<file path="config.mk">
export PLATFORM = sky130hd
export DESIGN_NAME = ptp_tgt_trig
export DESIGN_NICKNAME = d
export VERILOG_FILES = /design/src/rtl/ptp_tgt_trig.sv
export SDC_FILE = /design/constraint.sdc
export NUM_CORES = 1
export LEC_CHECK = 0
export ABC_AREA = 1
export BUFFER_PORTS_ARGS = -buffer_cell sky130_fd_sc_hd__buf_2
export CAP_MARGIN = 20
export CORE_ASPECT_RATIO = 1.25
export CORE_MARGIN = 4
export CORE_UTILIZATION = 50
export DETAILED_ROUTE_END_ITERATION = 8
export GPL_TIMING_DRIVEN = 0
export PLACE_DENSITY_LB_ADDON = 0.2
export SYNTH_ARGS = -nofsm -noshare
export SYNTH_HDL_FRONTEND = slang
export SYNTH_SLANG_ARGS = --single-unit
</file>
<file path="constraint.sdc">
create_clock -name clk -period 5.13 [get_ports clk]
set_clock_uncertainty 0.15 [all_clocks]
set_input_delay 1.026 -clock clk [delete_from_list [all_inputs] [get_ports clk]]
set_output_delay 1.026 -clock clk [all_outputs]
set_load 0.05 [all_outputs]
</file>
<file path="src/rtl/ptp_tgt_trig.sv">
module ptp_tgt_trig #(
  parameter int SEC_W = 48,
  parameter int NS_W  = 30
) (
  input  logic             clk,
  input  logic             rst_n,
  input  logic [SEC_W-1:0] now_sec,
  input  logic [NS_W-1:0]  now_ns,
  input  logic             sec_wr,
  input  logic [SEC_W-1:0] sec_wdata,
  input  logic             ns_wr,
  input  logic [NS_W-1:0]  ns_wdata,
  input  logic             arm_set,
  input  logic             arm_clr,
  input  logic             mask_wr,
  input  logic             mask_wdata,
  input  logic             hit_clr,
  output logic [SEC_W-1:0] tgt_sec,
  output logic [NS_W-1:0]  tgt_ns,
  output logic             armed,
  output logic             hit,
  output logic             irq
);

  logic mask_q;
  logic reached;
  logic fire;

  assign reached = (now_sec > tgt_sec) || ((now_sec == tgt_sec) && (now_ns >= tgt_ns));
  assign fire    = armed && reached;
  assign irq     = hit && !mask_q;

  always_ff @(posedge clk) begin
    if (!rst_n) begin
      tgt_sec <= '0;
      tgt_ns  <= '0;
      mask_q  <= 1'b1;
    end else begin
      if (sec_wr)  tgt_sec <= sec_wdata;
      if (ns_wr)   tgt_ns  <= ns_wdata;
      if (mask_wr) mask_q  <= mask_wdata;
    end
  end

  always_ff @(posedge clk) begin
    if (!rst_n)       armed <= 1'b0;
    else if (arm_clr) armed <= 1'b0;
    else if (arm_set) armed <= 1'b1;
    else if (fire)    armed <= 1'b0;
  end

  always_ff @(posedge clk) begin
    if (!rst_n)       hit <= 1'b0;
    else if (fire)    hit <= 1'b1;
    else if (hit_clr) hit <= 1'b0;
  end

endmodule


</file>
# == Word-level counts from Yosys, hierarchy flattened ==
# Cells that the tools add are included.
# totals
elab_cells,21
input_bits,165
mem_bits_ro,0
latch_bits,0
mem_bits_rw,0
out_inout_bits,81
memories,0
register_bits,81
# op_classes
n_lt_le_gt_ge,2
reduce_logical,8
addsub,0
eq_ne,1
n_mux,4
n_shift,0
n_mul,0
n_div,0
bitwise,1
# op_table
operator,count
48-bit equality test,1
48-bit greater-than comparator,1
30-bit greater-or-equal comparator,1
1-bit two-way mux,4
2-bit nonzero test,2
1-bit logical AND,3
2-bit OR reduction,1
1-bit zero test,1
1-bit logical OR,1
1-bit NOT,1

# == Depth between registers and ports, before layout ==
# Gate-level depths: netlist (run 1).
# logic_depth
ltp_word,6
mapped_depth,16

# == Worst setup path before layout (run 1) ==
# No wires, ideal clock.
# synth_timing
path_kind,reg2out
from,reg hit
to,out irq
path_stages_with_launch,3
setup_slack_ns,2.584
required_time_ns,3.954
arrival_ns,1.370
path_cell_list,dfxtp_1 inv_1 nor2_1
# synth_between
elab_chain_cells,1
# synth_rtl
item,line_no,source
from (decl),21,"output logic hit,"
from (signal assigned),53,if (!rst_n) hit <= 1'b0;
from (signal assigned),54,else if (fire) hit <= 1'b1;
from (signal assigned),55,else if (hit_clr) hit <= 1'b0;
1-bit logical AND,31,assign irq = hit && !mask_q;
to (decl),22,output logic irq
# Every way passes these cells.

# == Final worst setup path (run 1) ==
# layout_timing
from,in now_sec[31]
to,reg hit
# layout_between
elab_chain_cells,5
word_cells_on_any_way,7
# layout_rtl
item,line_no,source
from (decl),7,"input logic [SEC_W-1:0] now_sec,"
"parallel branches: the longest is 2 deep, another holds 48-bit greater-than comparator",n/a,
1-bit logical OR *,29,assign reached = (now_sec > tgt_sec) || ((now_sec == tgt_sec) && (now_ns >= tgt_ns));
1-bit logical AND *,30,assign fire = armed && reached;
1-bit two-way mux or 2-bit nonzero test (tied branches),n/a,
# Every way passes the cells marked *.
# A chain may end at the register's enable or synchronous reset.

==> impl_metrics.xml, run 1 <==
<?xml version="1.0" encoding="UTF-8"?>
<metrics>
  <group name="critical_path">
    <metric name="crit_required" unit="ns">5.20</metric>
    <metric name="timing.critical_path.cells" unit="">buf_2 &gt; ha_1 &gt; nand2_1 &gt; nor2_2 &gt; nand2_1 &gt; nor2_2 &gt; nand2_1 &gt; nor2_1 &gt; nand4_1 &gt; nand3_1 &gt; a21oi_2</metric>
    <metric name="timing.critical_path.slowest_cell_delay" unit="ns">0.30</metric>
    <metric name="worst_path_most_repeated_cell" unit="">sky130_fd_sc_hd__nand2_1</metric>
    <metric name="worstSetupStartpointType" unit="">primary input</metric>
    <metric name="worstPathArrival" unit="ns">2.57</metric>
    <metric name="crit_path_end_kind" unit="">flip-flop</metric>
    <metric name="cpMaxStageDelayCell" unit="">sky130_fd_sc_hd__ha_1</metric>
    <metric name="worst-path-buf-inv" unit="">1</metric>
    <metric name="crit_type" unit="">primary input to flip-flop</metric>
    <metric name="worstPathMaxFanout" unit="">2</metric>
    <metric name="cp_top_family" unit="">simple AND/OR/NAND/NOR gates</metric>
  </group>
  <group name="sta">
    <metric name="tns" unit="ns">0</metric>
    <metric name="tightest_slew" unit="ns">0.481</metric>
    <metric name="layout_min_cycle_time" unit="ns">2.50</metric>
    <metric name="setup_repair_after_global_routing_missed_its_margin" unit="">no</metric>
    <metric name="final_max_slew_viol_count" unit="">0</metric>
    <metric name="setup_viol_count_final" unit="">0</metric>
    <metric name="timing.final.crit_share" unit="">0.486</metric>
    <metric name="hold_viol_final" unit="">0</metric>
    <metric name="maxSlewHeadroom" unit="">0.679</metric>
    <metric name="max_freq" unit="MHz">401</metric>
  </group>
  <group name="layout">
    <metric name="finish.net_count" unit="">1172</metric>
    <metric name="instances_no_fill" unit="">1061</metric>
    <metric name="drive_above_1_share" unit="">0.301</metric>
    <metric name="n_fill_cell" unit="">906</metric>
    <metric name="area_growth" unit="%">35.2</metric>
    <metric name="layout.cells.most_common" unit="">sky130_fd_sc_hd__buf_2</metric>
    <metric name="postLayoutCellArea" unit="µm²">6590</metric>
    <metric name="most-common-layout-cells" unit="">sky130_fd_sc_hd__buf_2, sky130_fd_sc_hd__inv_1, sky130_fd_sc_hd__nand2_1</metric>
  </group>
  <group name="die">
    <metric name="io-pin-count" unit="">246</metric>
    <metric name="core.rowCount" unit="">40</metric>
    <metric name="core_area" unit="µm²">9560</metric>
    <metric name="die_w" unit="µm">96.3</metric>
    <metric name="fp.dieH" unit="µm">118</metric>
    <metric name="die_area" unit="µm²">11400</metric>
    <metric name="start_util" unit="">0.510</metric>
  </group>
  <group name="logic_synthesis">
    <metric name="synthAdderAreaFrac" unit="">0.200</metric>
    <metric name="post_synth_and_or_nand_nor_area_fraction" unit="">0.149</metric>
    <metric name="synth_top_family_by_area" unit="">compound AO/OA/AOI/OAI gates</metric>
    <metric name="synth.area.mux_share" unit="">0</metric>
    <metric name="synth-compound-area-share" unit="">0.204</metric>
    <metric name="synth_nets" unit="">917</metric>
    <metric name="mappedNetlistArea" unit="µm²">4870</metric>
    <metric name="yosys_cell_types" unit="">25</metric>
    <metric name="ys.warnings.count" unit="">0</metric>
    <metric name="portion_of_the_post_synthesis_area_used_by_sequential_elements" unit="">0.333</metric>
    <metric name="fraction_of_synthesized_cell_area_in_xor_and_xnor_cells" unit="">0</metric>
    <metric name="ys_ff_latch" unit="">81</metric>
    <metric name="postSynthAreaPerCell" unit="µm²">7.23</metric>
    <metric name="synthCells" unit="">674</metric>
  </group>
  <group name="cts">
    <metric name="number_of_buffers_added_to_fix_hold_violations_after_cts" unit="">0</metric>
    <metric name="postCtsSetupBuffers" unit="">0</metric>
    <metric name="cts.clk_slew.worst_paths" unit="ns">0.06</metric>
    <metric name="clock_sink_count" unit="">81</metric>
    <metric name="numCtsBuffers" unit="">9</metric>
    <metric name="clock_path_buffers" unit="">2</metric>
    <metric name="clk_root_buffer_cell" unit="">sky130_fd_sc_hd__clkbuf_16</metric>
    <metric name="htree_num_levels" unit="">3</metric>
    <metric name="cts_resized" unit="">0</metric>
    <metric name="clk_latency" unit="ns">0.33</metric>
    <metric name="tritoncts" unit="">yes</metric>
  </group>
  <group name="placement">
    <metric name="port_buffers" unit="">244</metric>
    <metric name="place_inst" unit="">1044</metric>
    <metric name="placement.cell_area" unit="µm²">6250</metric>
    <metric name="place.gp.congestion" unit="">0.804</metric>
    <metric name="place_hpwl" unit="µm">11900</metric>
  </group>
  <group name="global_routing">
    <metric name="grt_start_max_net_pins" unit="">13</metric>
    <metric name="grt_first_pass_wirelength" unit="µm">21900</metric>
    <metric name="number_of_antenna_violations_at_the_first_check_in_global_routing" unit="">3</metric>
    <metric name="grt_overflow_total" unit="">0</metric>
    <metric name="global_route.usage.total" unit="">0.245</metric>
    <metric name="grt_pass1_vias" unit="">4968</metric>
  </group>
  <group name="route">
    <metric name="route.antenna.remaining_nets" unit="">0</metric>
    <metric name="via_per_inst" unit="">4.82</metric>
    <metric name="drtPass1Iterations" unit="">4</metric>
    <metric name="detail_route.wirelength" unit="µm">14200</metric>
    <metric name="drt-initial-drc-count" unit="">79</metric>
    <metric name="detailroute.via_count" unit="">5114</metric>
    <metric name="wl_per_cell" unit="µm">13.4</metric>
    <metric name="drc" unit="">0</metric>
  </group>
  <group name="power_and_ir_drop">
    <metric name="power_density_of_the_placed_cells" unit="nW/µm²">295</metric>
    <metric name="power_leakage" unit="nW">3.54</metric>
    <metric name="peakVddDrop" unit="mV">0.171</metric>
  </group>
  <group name="run">
    <metric name="max-cap-violations" unit="">0</metric>
  </group>
  <group name="outcome">
    <metric name="run_status" unit="">finished clean</metric>
  </group>
  <group name="hold_path">
    <metric name="hold_path_class" unit="">flip-flop to flip-flop</metric>
  </group>
</metrics>
metrics by stage:
stage	util	power, mW	setup slack [ns]	hold slack (ns)
after floorplan	-	1.08	2.58	0.291
after global routing	0.689	2.05	2.54	0.347
after CTS	0.689	1.96	2.62	0.323
after detailed placement	0.654	1.25	2.29	0.314
final	0.689	1.94	2.63	0.322
after global placement	0.654	1.24	2.30	0.310
final timing paths:
check	end	from	slack (ns)	cells past startpoint
worst min register to register	mask_q$_SDFFE_PN1P_	mask_q$_SDFFE_PN1P_	0.32	2
worst min-delay path	mask_q$_SDFFE_PN1P_	mask_q$_SDFFE_PN1P_	0.32	2
worst max register to register	hit$_SDFFE_PN0P_	tgt_sec[31]$_SDFFE_PN0P_	3.02	11
worst max-delay path	hit$_SDFFE_PN0P_	now_sec[31]	2.63	11
sequential cells by signal, summed over array words and instances, names as in the netlist:
| name | cells |
|---|---|
| tgt_ns | 30 |
| armed | 1 |
| mask_q | 1 |
| tgt_sec | 48 |
| hit | 1 |
Yosys cell counts (all sizes together):
cell | count | area (µm²)
nand3 | 11 | 60.1
a21oi | 105 | 541
nand2 | 118 | 458
nor3 | 2 | 10.0
o21ai | 83 | 415
dfxtp | 81 | 1620
and3 | 2 | 12.5
a21boi | 1 | 7.51
clkinv | 1 | 3.75
nor2 | 38 | 163
clkbuf | 22 | 82.6
a21o | 4 | 30.0
buf | 2 | 10.0
nand4 | 2 | 12.5
inv | 122 | 458
or2 | 2 | 12.5
ha | 78 | 976
final cells by class:
cell class / count / area, µm² / share of cell area
sequential: 81 / 1620 / 0.246
clock inverter: 2 / 60.1 / 0.00912
multi-input combinational: 446 / 2700 / 0.409
inverter: 123 / 462 / 0.0701
tap: 126 / 158 / 0.0239
timing repair buffer: 244 / 1220 / 0.185
clock buffer: 13 / 270 / 0.0410
buffer: 24 / 92.6 / 0.0141
antenna: 2 / 5.00 / 0.000760
power breakdown:
| part | internal (mW) | switching [mW] |
|---|---|---|
| sequential | 0.674 | 0.0203 |
| clock | 0.464 | 0.244 |
| combinational | 0.178 | 0.361 |
| total | 1.32 | 0.625 |
logic make-up (layout without fill, tap and decap cells):
family / count (synthesis) / in the layout
adder cells (fa/ha/maj): 78 / 78
AND/OR/NAND/NOR: 175 / 175
AO/OA/AOI/OAI: 193 / 193
flip-flops: 81 / 81
other: 0 / 2
buffers and inverters: 147 / 406
layer usage:
metal | global-route usage | share of wire | up-vias
li1 | - | - | 2700
met1 | 0.248 | 0.36 | 2214
met2 | 0.455 | 0.51 | 173
met3 | 0.0847 | 0.11 | 25
met4 | 0.0772 | 0.023 | 2
met5 | 0 | 0.00049 | -
worst reg2reg max path: stages, from the launching register on:
cell and delay, ns:
sky130_fd_sc_hd__dfxtp_1 0.34, sky130_fd_sc_hd__inv_1 0.07, sky130_fd_sc_hd__ha_1 0.30, sky130_fd_sc_hd__nand2_1 0.09, sky130_fd_sc_hd__nor2_2 0.14, sky130_fd_sc_hd__nand2_1 0.11
sky130_fd_sc_hd__nor2_2 0.14, sky130_fd_sc_hd__nand2_1 0.06, sky130_fd_sc_hd__nor2_1 0.14, sky130_fd_sc_hd__nand4_1 0.20, sky130_fd_sc_hd__nand3_1 0.19, sky130_fd_sc_hd__a21oi_2 0.06
Power figures use the tool's default switching activity.
==> inputs of run 2 (changes only) <==
- CORE_UTILIZATION: 50 -> 46
- clock period: 5.13 -> 2.3 ns (I/O delays scaled with it)
==> impl_metrics.xml, run 2 (synthesis results as in run 1) <==
<?xml version="1.0" encoding="UTF-8"?>
<metrics>
  <group name="global_routing">
    <metric name="grt_first_pass_wirelength" unit="µm">22200</metric>
    <metric name="number_of_antenna_violations_at_the_first_check_in_global_routing" unit="">2</metric>
    <metric name="grt_pass1_vias" unit="">4937</metric>
    <metric name="grt_start_max_net_pins" unit="">13</metric>
    <metric name="global_route.usage.total" unit="">0.227</metric>
    <metric name="grt_overflow_total" unit="">0</metric>
  </group>
  <group name="cts">
    <metric name="cts_resized" unit="">0</metric>
    <metric name="clk_root_buffer_cell" unit="">sky130_fd_sc_hd__clkbuf_16</metric>
    <metric name="clk_latency" unit="ns">0.33</metric>
    <metric name="htree_num_levels" unit="">3</metric>
    <metric name="clock_sink_count" unit="">81</metric>
    <metric name="clock_path_buffers" unit="">2</metric>
    <metric name="tritoncts" unit="">yes</metric>
    <metric name="cts.clk_slew.worst_paths" unit="ns">0.06</metric>
    <metric name="numCtsBuffers" unit="">9</metric>
    <metric name="postCtsSetupBuffers" unit="">0</metric>
    <metric name="number_of_buffers_added_to_fix_hold_violations_after_cts" unit="">0</metric>
  </group>
  <group name="critical_path">
    <metric name="crit_path_end_kind" unit="">flip-flop</metric>
    <metric name="crit_type" unit="">flip-flop to flip-flop</metric>
    <metric name="worstPathMaxFanout" unit="">2</metric>
    <metric name="worst-path-buf-inv" unit="">1</metric>
    <metric name="timing.critical_path.slowest_cell_delay" unit="ns">0.32</metric>
    <metric name="cpMaxStageDelayCell" unit="">sky130_fd_sc_hd__dfxtp_1</metric>
    <metric name="crit_required" unit="ns">2.42</metric>
    <metric name="worstSetupStartpointType" unit="">flip-flop</metric>
    <metric name="worstPathArrival" unit="ns">2.16</metric>
    <metric name="cp_top_family" unit="">simple AND/OR/NAND/NOR gates</metric>
    <metric name="timing.critical_path.cells" unit="">inv_1 &gt; ha_1 &gt; nand2_1 &gt; nor2_2 &gt; nand2_1 &gt; nor2_2 &gt; nand2_1 &gt; nor2_1 &gt; nand4_1 &gt; nand2_1 &gt; nand2_1 &gt; a21oi_2</metric>
    <metric name="worst_path_most_repeated_cell" unit="">sky130_fd_sc_hd__nand2_1</metric>
  </group>
  <group name="die">
    <metric name="core_area" unit="µm²">10200</metric>
    <metric name="start_util" unit="">0.477</metric>
    <metric name="io-pin-count" unit="">246</metric>
    <metric name="die_w" unit="µm">100</metric>
    <metric name="die_area" unit="µm²">12300</metric>
    <metric name="core.rowCount" unit="">41</metric>
    <metric name="fp.dieH" unit="µm">123</metric>
  </group>
  <group name="placement">
    <metric name="place.gp.congestion" unit="">0.844</metric>
    <metric name="port_buffers" unit="">244</metric>
    <metric name="place_hpwl" unit="µm">12100</metric>
    <metric name="dp_slack" unit="ns">0.0617</metric>
  </group>
  <group name="route">
    <metric name="drtPass1Iterations" unit="">6</metric>
    <metric name="detailroute.via_count" unit="">5106</metric>
    <metric name="via_per_inst" unit="">4.79</metric>
    <metric name="detail_route.wirelength" unit="µm">14300</metric>
    <metric name="route.antenna.remaining_nets" unit="">0</metric>
    <metric name="wl_per_cell" unit="µm">13.4</metric>
    <metric name="drc" unit="">0</metric>
    <metric name="drt-initial-drc-count" unit="">74</metric>
  </group>
  <group name="layout">
    <metric name="most-common-layout-cells" unit="">sky130_fd_sc_hd__buf_2, sky130_fd_sc_hd__inv_1, sky130_fd_sc_hd__nand2_1</metric>
    <metric name="finish.net_count" unit="">1172</metric>
    <metric name="n_fill_cell" unit="">983</metric>
    <metric name="largestRegisters" unit="">tgt_sec: 48 flops, tgt_ns: 30 flops</metric>
    <metric name="max_flop_register" unit="">tgt_sec</metric>
    <metric name="area_growth" unit="%">34.4</metric>
    <metric name="layout.cells.most_common" unit="">sky130_fd_sc_hd__buf_2</metric>
    <metric name="drive_above_1_share" unit="">0.300</metric>
    <metric name="max_ffs_per_register" unit="">48</metric>
  </group>
  <group name="sta">
    <metric name="final_max_slew_viol_count" unit="">0</metric>
    <metric name="maxSlewHeadroom" unit="">0.664</metric>
    <metric name="setup_viol_count_final" unit="">0</metric>
    <metric name="tightest_slew" unit="ns">0.504</metric>
    <metric name="timing.final.crit_share" unit="">0.889</metric>
    <metric name="layout_min_cycle_time" unit="ns">2.04</metric>
    <metric name="tns" unit="ns">0</metric>
    <metric name="final_critical_path_setup_slack" unit="ns">0.256</metric>
    <metric name="max_freq" unit="MHz">489</metric>
    <metric name="hold_viol_final" unit="">0</metric>
    <metric name="setup_repair_after_global_routing_missed_its_margin" unit="">no</metric>
  </group>
  <group name="power_and_ir_drop">
    <metric name="power_density_of_the_placed_cells" unit="nW/µm²">636</metric>
    <metric name="power_leakage" unit="nW">3.52</metric>
    <metric name="peakVddDrop" unit="mV">0.409</metric>
  </group>
  <group name="hold_path">
    <metric name="hold_path_class" unit="">primary input to flip-flop</metric>
  </group>
  <group name="run">
    <metric name="max-cap-violations" unit="">0</metric>
  </group>
  <group name="outcome">
    <metric name="run_status" unit="">finished clean</metric>
  </group>
</metrics>
-- run 2: cell count changes in the layout (fill, tap and decap cells not counted), sizes merged --
cell    previous run  this run
clkinv             1         3
bufinv             2         1
-- run 2: through the flow --
stage | hold slack, ns | std cells | util | instance area (µm²) | total power [mW]
6_report | 0.182 | 1065 | 0.642 | 6550 | 4.17
3_5_place_dp | 0.316 | 1047 | 0.613 | 6260 | 2.78
5_1_grt | 0.193 | 1064 | 0.642 | 6550 | 4.41
4_1_cts | 0.175 | 1063 | 0.641 | 6550 | 4.21
2_1_floorplan | 0.291 | 674 | - | 4870 | 2.41
3_3_place_gp | 0.311 | 1047 | 0.613 | 6260 | 2.76
-- run 2: routing by layer --
metal | wire [µm] | track usage | share of wire
met4 | 340 | 0.0885 | 0.024
met5 | 13 | 0 | 0.00091
met1 | 5350 | 0.243 | 0.37
met2 | 7330 | 0.422 | 0.51
met3 | 1240 | 0.0615 | 0.087
-- run 2: path summary, 6_finish.rpt --
check                                 from                   to  slack (ns)  cells after the start
hold / removal                     mask_wr  mask_q$_SDFFE_PN1P_        0.18                      2
setup reg to reg  tgt_sec[31]$_SDFFE_PN0P_   armed$_SDFFE_PP0P_        0.26                     12
hold reg to reg        mask_q$_SDFFE_PN1P_  mask_q$_SDFFE_PN1P_        0.32                      2
setup / recovery  tgt_sec[31]$_SDFFE_PN0P_   armed$_SDFFE_PP0P_        0.26                     12
-- run 2: layout make-up --
cell class	count	area (µm²)	area share
antenna	2	5.00	0.000764
timing repair buffer	244	1220	0.186
tap	129	161	0.0246
multi-input combinational	446	2700	0.412
clock inverter	3	40.0	0.00611
clock buffer	13	250	0.0382
sequential	81	1620	0.248
inverter	123	462	0.0705
buffer	24	92.6	0.0141
-- run 2: power breakdown --
part / total, mW / switching, mW / internal [mW]
registers: 1.55 / 0.0448 / 1.50
logic: 1.20 / 0.801 / 0.396
clock network: 1.42 / 0.553 / 0.869
-- run 2: worst register-to-register path, stage by stage (launching register included) --
cell,delay [ns]
sky130_fd_sc_hd__dfxtp_1,0.32
sky130_fd_sc_hd__inv_1,0.05
sky130_fd_sc_hd__ha_1,0.28
sky130_fd_sc_hd__nand2_1,0.07
sky130_fd_sc_hd__nor2_2,0.12
sky130_fd_sc_hd__nand2_1,0.11
sky130_fd_sc_hd__nor2_2,0.17
sky130_fd_sc_hd__nand2_1,0.07
sky130_fd_sc_hd__nor2_1,0.15
sky130_fd_sc_hd__nand4_1,0.21
sky130_fd_sc_hd__nand2_1,0.11
sky130_fd_sc_hd__nand2_1,0.06
sky130_fd_sc_hd__a21oi_2,0.11
==> inputs of run 3 (changes only) <==
- ABC_AREA: 1 -> unset
- CAP_MARGIN: 20 -> unset
- CORE_UTILIZATION: 46 -> 47
- SKIP_CTS_REPAIR_TIMING: unset -> 1
==> impl_metrics.xml, run 3 <==
<?xml version="1.0" encoding="UTF-8"?>
<metrics>
  <group name="sta">
    <metric name="max_freq" unit="MHz">418</metric>
    <metric name="tns" unit="ns">-0.0948</metric>
    <metric name="hold_viol_final" unit="">0</metric>
    <metric name="setup_viol_count_final" unit="">1</metric>
    <metric name="timing.final.crit_share" unit="">1.04</metric>
    <metric name="fin_worst_hold_slack" unit="ns">0.211</metric>
    <metric name="final_max_slew_viol_count" unit="">0</metric>
    <metric name="layout_min_cycle_time" unit="ns">2.39</metric>
    <metric name="tightest_slew" unit="ns">0.798</metric>
    <metric name="setup_repair_after_global_routing_missed_its_margin" unit="">yes</metric>
    <metric name="final_critical_path_setup_slack" unit="ns">-0.0948</metric>
    <metric name="maxSlewHeadroom" unit="">0.468</metric>
  </group>
  <group name="layout">
    <metric name="max_ffs_per_register" unit="">48</metric>
    <metric name="instances_no_fill" unit="">933</metric>
    <metric name="area_growth" unit="%">41.0</metric>
    <metric name="postLayoutCellArea" unit="µm²">7030</metric>
    <metric name="final_util" unit="">0.689</metric>
    <metric name="drive_above_1_share" unit="">0.422</metric>
    <metric name="layout.cells.most_common" unit="">sky130_fd_sc_hd__buf_2</metric>
    <metric name="finish.net_count" unit="">1041</metric>
    <metric name="max_flop_register" unit="">tgt_sec</metric>
    <metric name="largestRegisters" unit="">tgt_sec: 48 flops, tgt_ns: 30 flops</metric>
    <metric name="most-common-layout-cells" unit="">sky130_fd_sc_hd__buf_2, sky130_fd_sc_hd__nor2b_1, sky130_fd_sc_hd__mux2i_1</metric>
  </group>
  <group name="power_and_ir_drop">
    <metric name="pwr-share-seq" unit="">0.373</metric>
    <metric name="clock_network_fraction_of_total_power" unit="">0.358</metric>
    <metric name="power_leakage" unit="nW">3.53</metric>
    <metric name="combinational_group_share_of_total_power" unit="">0.269</metric>
    <metric name="power_density_of_the_placed_cells" unit="nW/µm²">592</metric>
    <metric name="netSwitchingFraction" unit="">0.309</metric>
    <metric name="power.switching" unit="mW">1.28</metric>
    <metric name="internal_power" unit="mW">2.87</metric>
    <metric name="peakVddDrop" unit="mV">0.480</metric>
    <metric name="fin_total_pwr" unit="mW">4.16</metric>
  </group>
  <group name="global_routing">
    <metric name="number_of_antenna_violations_at_the_first_check_in_global_routing" unit="">0</metric>
    <metric name="grt_first_pass_wirelength" unit="µm">21200</metric>
    <metric name="grt_overflow_total" unit="">0</metric>
    <metric name="global_route.usage.total" unit="">0.218</metric>
    <metric name="grt_pass1_vias" unit="">4696</metric>
    <metric name="grt_start_max_net_pins" unit="">13</metric>
  </group>
  <group name="placement">
    <metric name="place_hpwl" unit="µm">11600</metric>
    <metric name="placement.cell_area" unit="µm²">6460</metric>
    <metric name="place_inst" unit="">909</metric>
    <metric name="dp_slack" unit="ns">-0.399</metric>
    <metric name="place.gp.congestion" unit="">0.921</metric>
    <metric name="port_buffers" unit="">242</metric>
  </group>
  <group name="logic_synthesis">
    <metric name="synth_top_family_by_area" unit="">adder cells</metric>
    <metric name="post_synth_and_or_nand_nor_area_fraction" unit="">0.165</metric>
    <metric name="synth_nets" unit="">781</metric>
    <metric name="synth_top_cell_area_share" unit="">0.325</metric>
    <metric name="asyncSetResetFlopFracSynth" unit="">0</metric>
    <metric name="ys.warnings.count" unit="">0</metric>
    <metric name="synthMostInstantiatedCell" unit="">sky130_fd_sc_hd__nor2b_1</metric>
    <metric name="synthAdderAreaFrac" unit="">0.196</metric>
    <metric name="yosys_cell_types" unit="">32</metric>
    <metric name="yosysTopAreaCell" unit="">sky130_fd_sc_hd__dfxtp_1</metric>
    <metric name="synth.area.mux_share" unit="">0.159</metric>
    <metric name="synth_flop_cell" unit="">sky130_fd_sc_hd__dfxtp_1</metric>
    <metric name="synth-edff-count" unit="">0</metric>
    <metric name="synthCells" unit="">538</metric>
    <metric name="synth.area.top_cells" unit="">sky130_fd_sc_hd__dfxtp_1, sky130_fd_sc_hd__ha_1, sky130_fd_sc_hd__mux2i_1</metric>
    <metric name="fraction_of_synthesized_cell_area_in_xor_and_xnor_cells" unit="">0</metric>
    <metric name="mappedNetlistArea" unit="µm²">4990</metric>
    <metric name="most_frequent_cells_after_synthesis" unit="">sky130_fd_sc_hd__nor2b_1, sky130_fd_sc_hd__dfxtp_1, sky130_fd_sc_hd__inv_1</metric>
    <metric name="synth-compound-area-share" unit="">0.0788</metric>
    <metric name="postSynthAreaPerCell" unit="µm²">9.27</metric>
    <metric name="ys_ff_latch" unit="">81</metric>
    <metric name="portion_of_the_post_synthesis_area_used_by_sequential_elements" unit="">0.325</metric>
  </group>
  <group name="critical_path">
    <metric name="crit_path_end_kind" unit="">flip-flop</metric>
    <metric name="worstPathMaxFanout" unit="">3</metric>
    <metric name="crit_type" unit="">flip-flop to flip-flop</metric>
    <metric name="worstSetupStartpointType" unit="">flip-flop</metric>
    <metric name="crit_required" unit="ns">2.37</metric>
    <metric name="worst_r2r_path_depth" unit="">9</metric>
    <metric name="worstPathArrival" unit="ns">2.47</metric>
  </group>
  <group name="cts">
    <metric name="cts.clk_slew.worst_paths" unit="ns">0.06</metric>
    <metric name="clock_path_buffers" unit="">2</metric>
    <metric name="clk_latency" unit="ns">0.33</metric>
    <metric name="numCtsBuffers" unit="">9</metric>
    <metric name="clock_sink_count" unit="">81</metric>
    <metric name="tritoncts" unit="">yes</metric>
    <metric name="htree_num_levels" unit="">3</metric>
    <metric name="clk_root_buffer_cell" unit="">sky130_fd_sc_hd__clkbuf_16</metric>
  </group>
  <group name="die">
    <metric name="io-pin-count" unit="">246</metric>
    <metric name="core.rowCount" unit="">41</metric>
    <metric name="fp.dieH" unit="µm">123</metric>
    <metric name="start_util" unit="">0.488</metric>
    <metric name="die_w" unit="µm">100</metric>
    <metric name="core_area" unit="µm²">10200</metric>
    <metric name="die_area" unit="µm²">12300</metric>
  </group>
  <group name="route">
    <metric name="wl_per_cell" unit="µm">15.3</metric>
    <metric name="route.antenna.remaining_nets" unit="">0</metric>
    <metric name="drt-initial-drc-count" unit="">94</metric>
    <metric name="via_per_inst" unit="">5.03</metric>
    <metric name="detail_route.wirelength" unit="µm">14200</metric>
    <metric name="detailroute.via_count" unit="">4693</metric>
    <metric name="drc" unit="">0</metric>
    <metric name="drtPass1Iterations" unit="">4</metric>
  </group>
  <group name="outcome">
    <metric name="run_status" unit="">finished, violations left</metric>
    <metric name="failing_checks" unit="">negative setup slack</metric>
  </group>
  <group name="hold_path">
    <metric name="min_path_cells" unit="">3</metric>
    <metric name="hold_path_class" unit="">primary input to flip-flop</metric>
  </group>
  <group name="run">
    <metric name="max-cap-violations" unit="">0</metric>
  </group>
</metrics>
[run 3: changes by cell type after synthesis, moves of 4 or more]
cell,change
sky130_fd_sc_hd__nand2_1,-100
sky130_fd_sc_hd__nor2b_1,+82
sky130_fd_sc_hd__mux2i_1,+79
sky130_fd_sc_hd__a21oi_1,-74
sky130_fd_sc_hd__o21ai_0,-73
sky130_fd_sc_hd__inv_1,-38
sky130_fd_sc_hd__nor2_1,-24
sky130_fd_sc_hd__nand4_1,+12
sky130_fd_sc_hd__clkbuf_1,-9
sky130_fd_sc_hd__a211oi_1,+7
sky130_fd_sc_hd__nor2_2,-5
sky130_fd_sc_hd__a21oi_2,-4
sky130_fd_sc_hd__inv_2,-4
[run 3: area by class of cell]
class / count / area (µm²)
clock buffer: 16 / 323
timing repair buffer: 249 / 1260
buffer: 19 / 82.6
fill: 852 / 3180
tap: 129 / 161
sequential: 81 / 1730
antenna: 1 / 2.50
multi-input combinational: 358 / 3170
inverter: 80 / 300
[run 3: worst max-delay path, cell delays in order, from the launching register on]
cell                        delay (ns)
sky130_fd_sc_hd__dfxtp_2          0.33
sky130_fd_sc_hd__inv_1            0.07
sky130_fd_sc_hd__ha_4             0.27
sky130_fd_sc_hd__nand4_1          0.18
sky130_fd_sc_hd__nor4_4           0.31
sky130_fd_sc_hd__nand3_2          0.21
sky130_fd_sc_hd__a2111oi_4        0.30
sky130_fd_sc_hd__o21a_1           0.20
sky130_fd_sc_hd__nor2_1           0.06
sky130_fd_sc_hd__a32o_1           0.19
[run 3: kinds of logic (layout without fill, tap and decap cells)]
group	Yosys count	in the layout
and+or+nand+nor	139	139
buffers and inverters	99	364
DFF	81	81
muxes	79	79
adders and majority gates	78	78
AOI/OAI and AO/OA	62	62
other	0	1
[run 3: power groups by stage]
stage	logic [mW]	clock network, mW	registers (mW)
3_3_place_gp	1.04	0	1.58
3_5_place_dp	1.07	0	1.58
2_1_floorplan	0.443	0	1.86
4_1_cts	1.08	1.52	1.55
6_report	1.12	1.49	1.55
5_1_grt	1.23	1.57	1.56
[run 3: per-layer routing]
layer,vias to the layer above,global-route usage,share of wire,routed length [µm]
li1,2356,-,-,-
met1,2152,0.231,0.37,5230
met2,160,0.408,0.53,7540
met3,25,0.0542,0.079,1130
met4,0,0.0901,0.023,329
met5,-,0,0,0
[run 3: path summary, 6_finish.rpt]
check                                              start                        to  slack [ns]
worst min-delay path                          mask_wdata       mask_q$_SDFFE_PN1P_        0.21
worst max-delay path            tgt_sec[39]$_SDFFE_PN0P_          hit$_SDFFE_PN0P_       -0.09
worst min register to register  tgt_sec[17]$_SDFFE_PN0P_  tgt_sec[17]$_SDFFE_PN0P_        0.37
worst max register to register  tgt_sec[39]$_SDFFE_PN0P_          hit$_SDFFE_PN0P_       -0.09
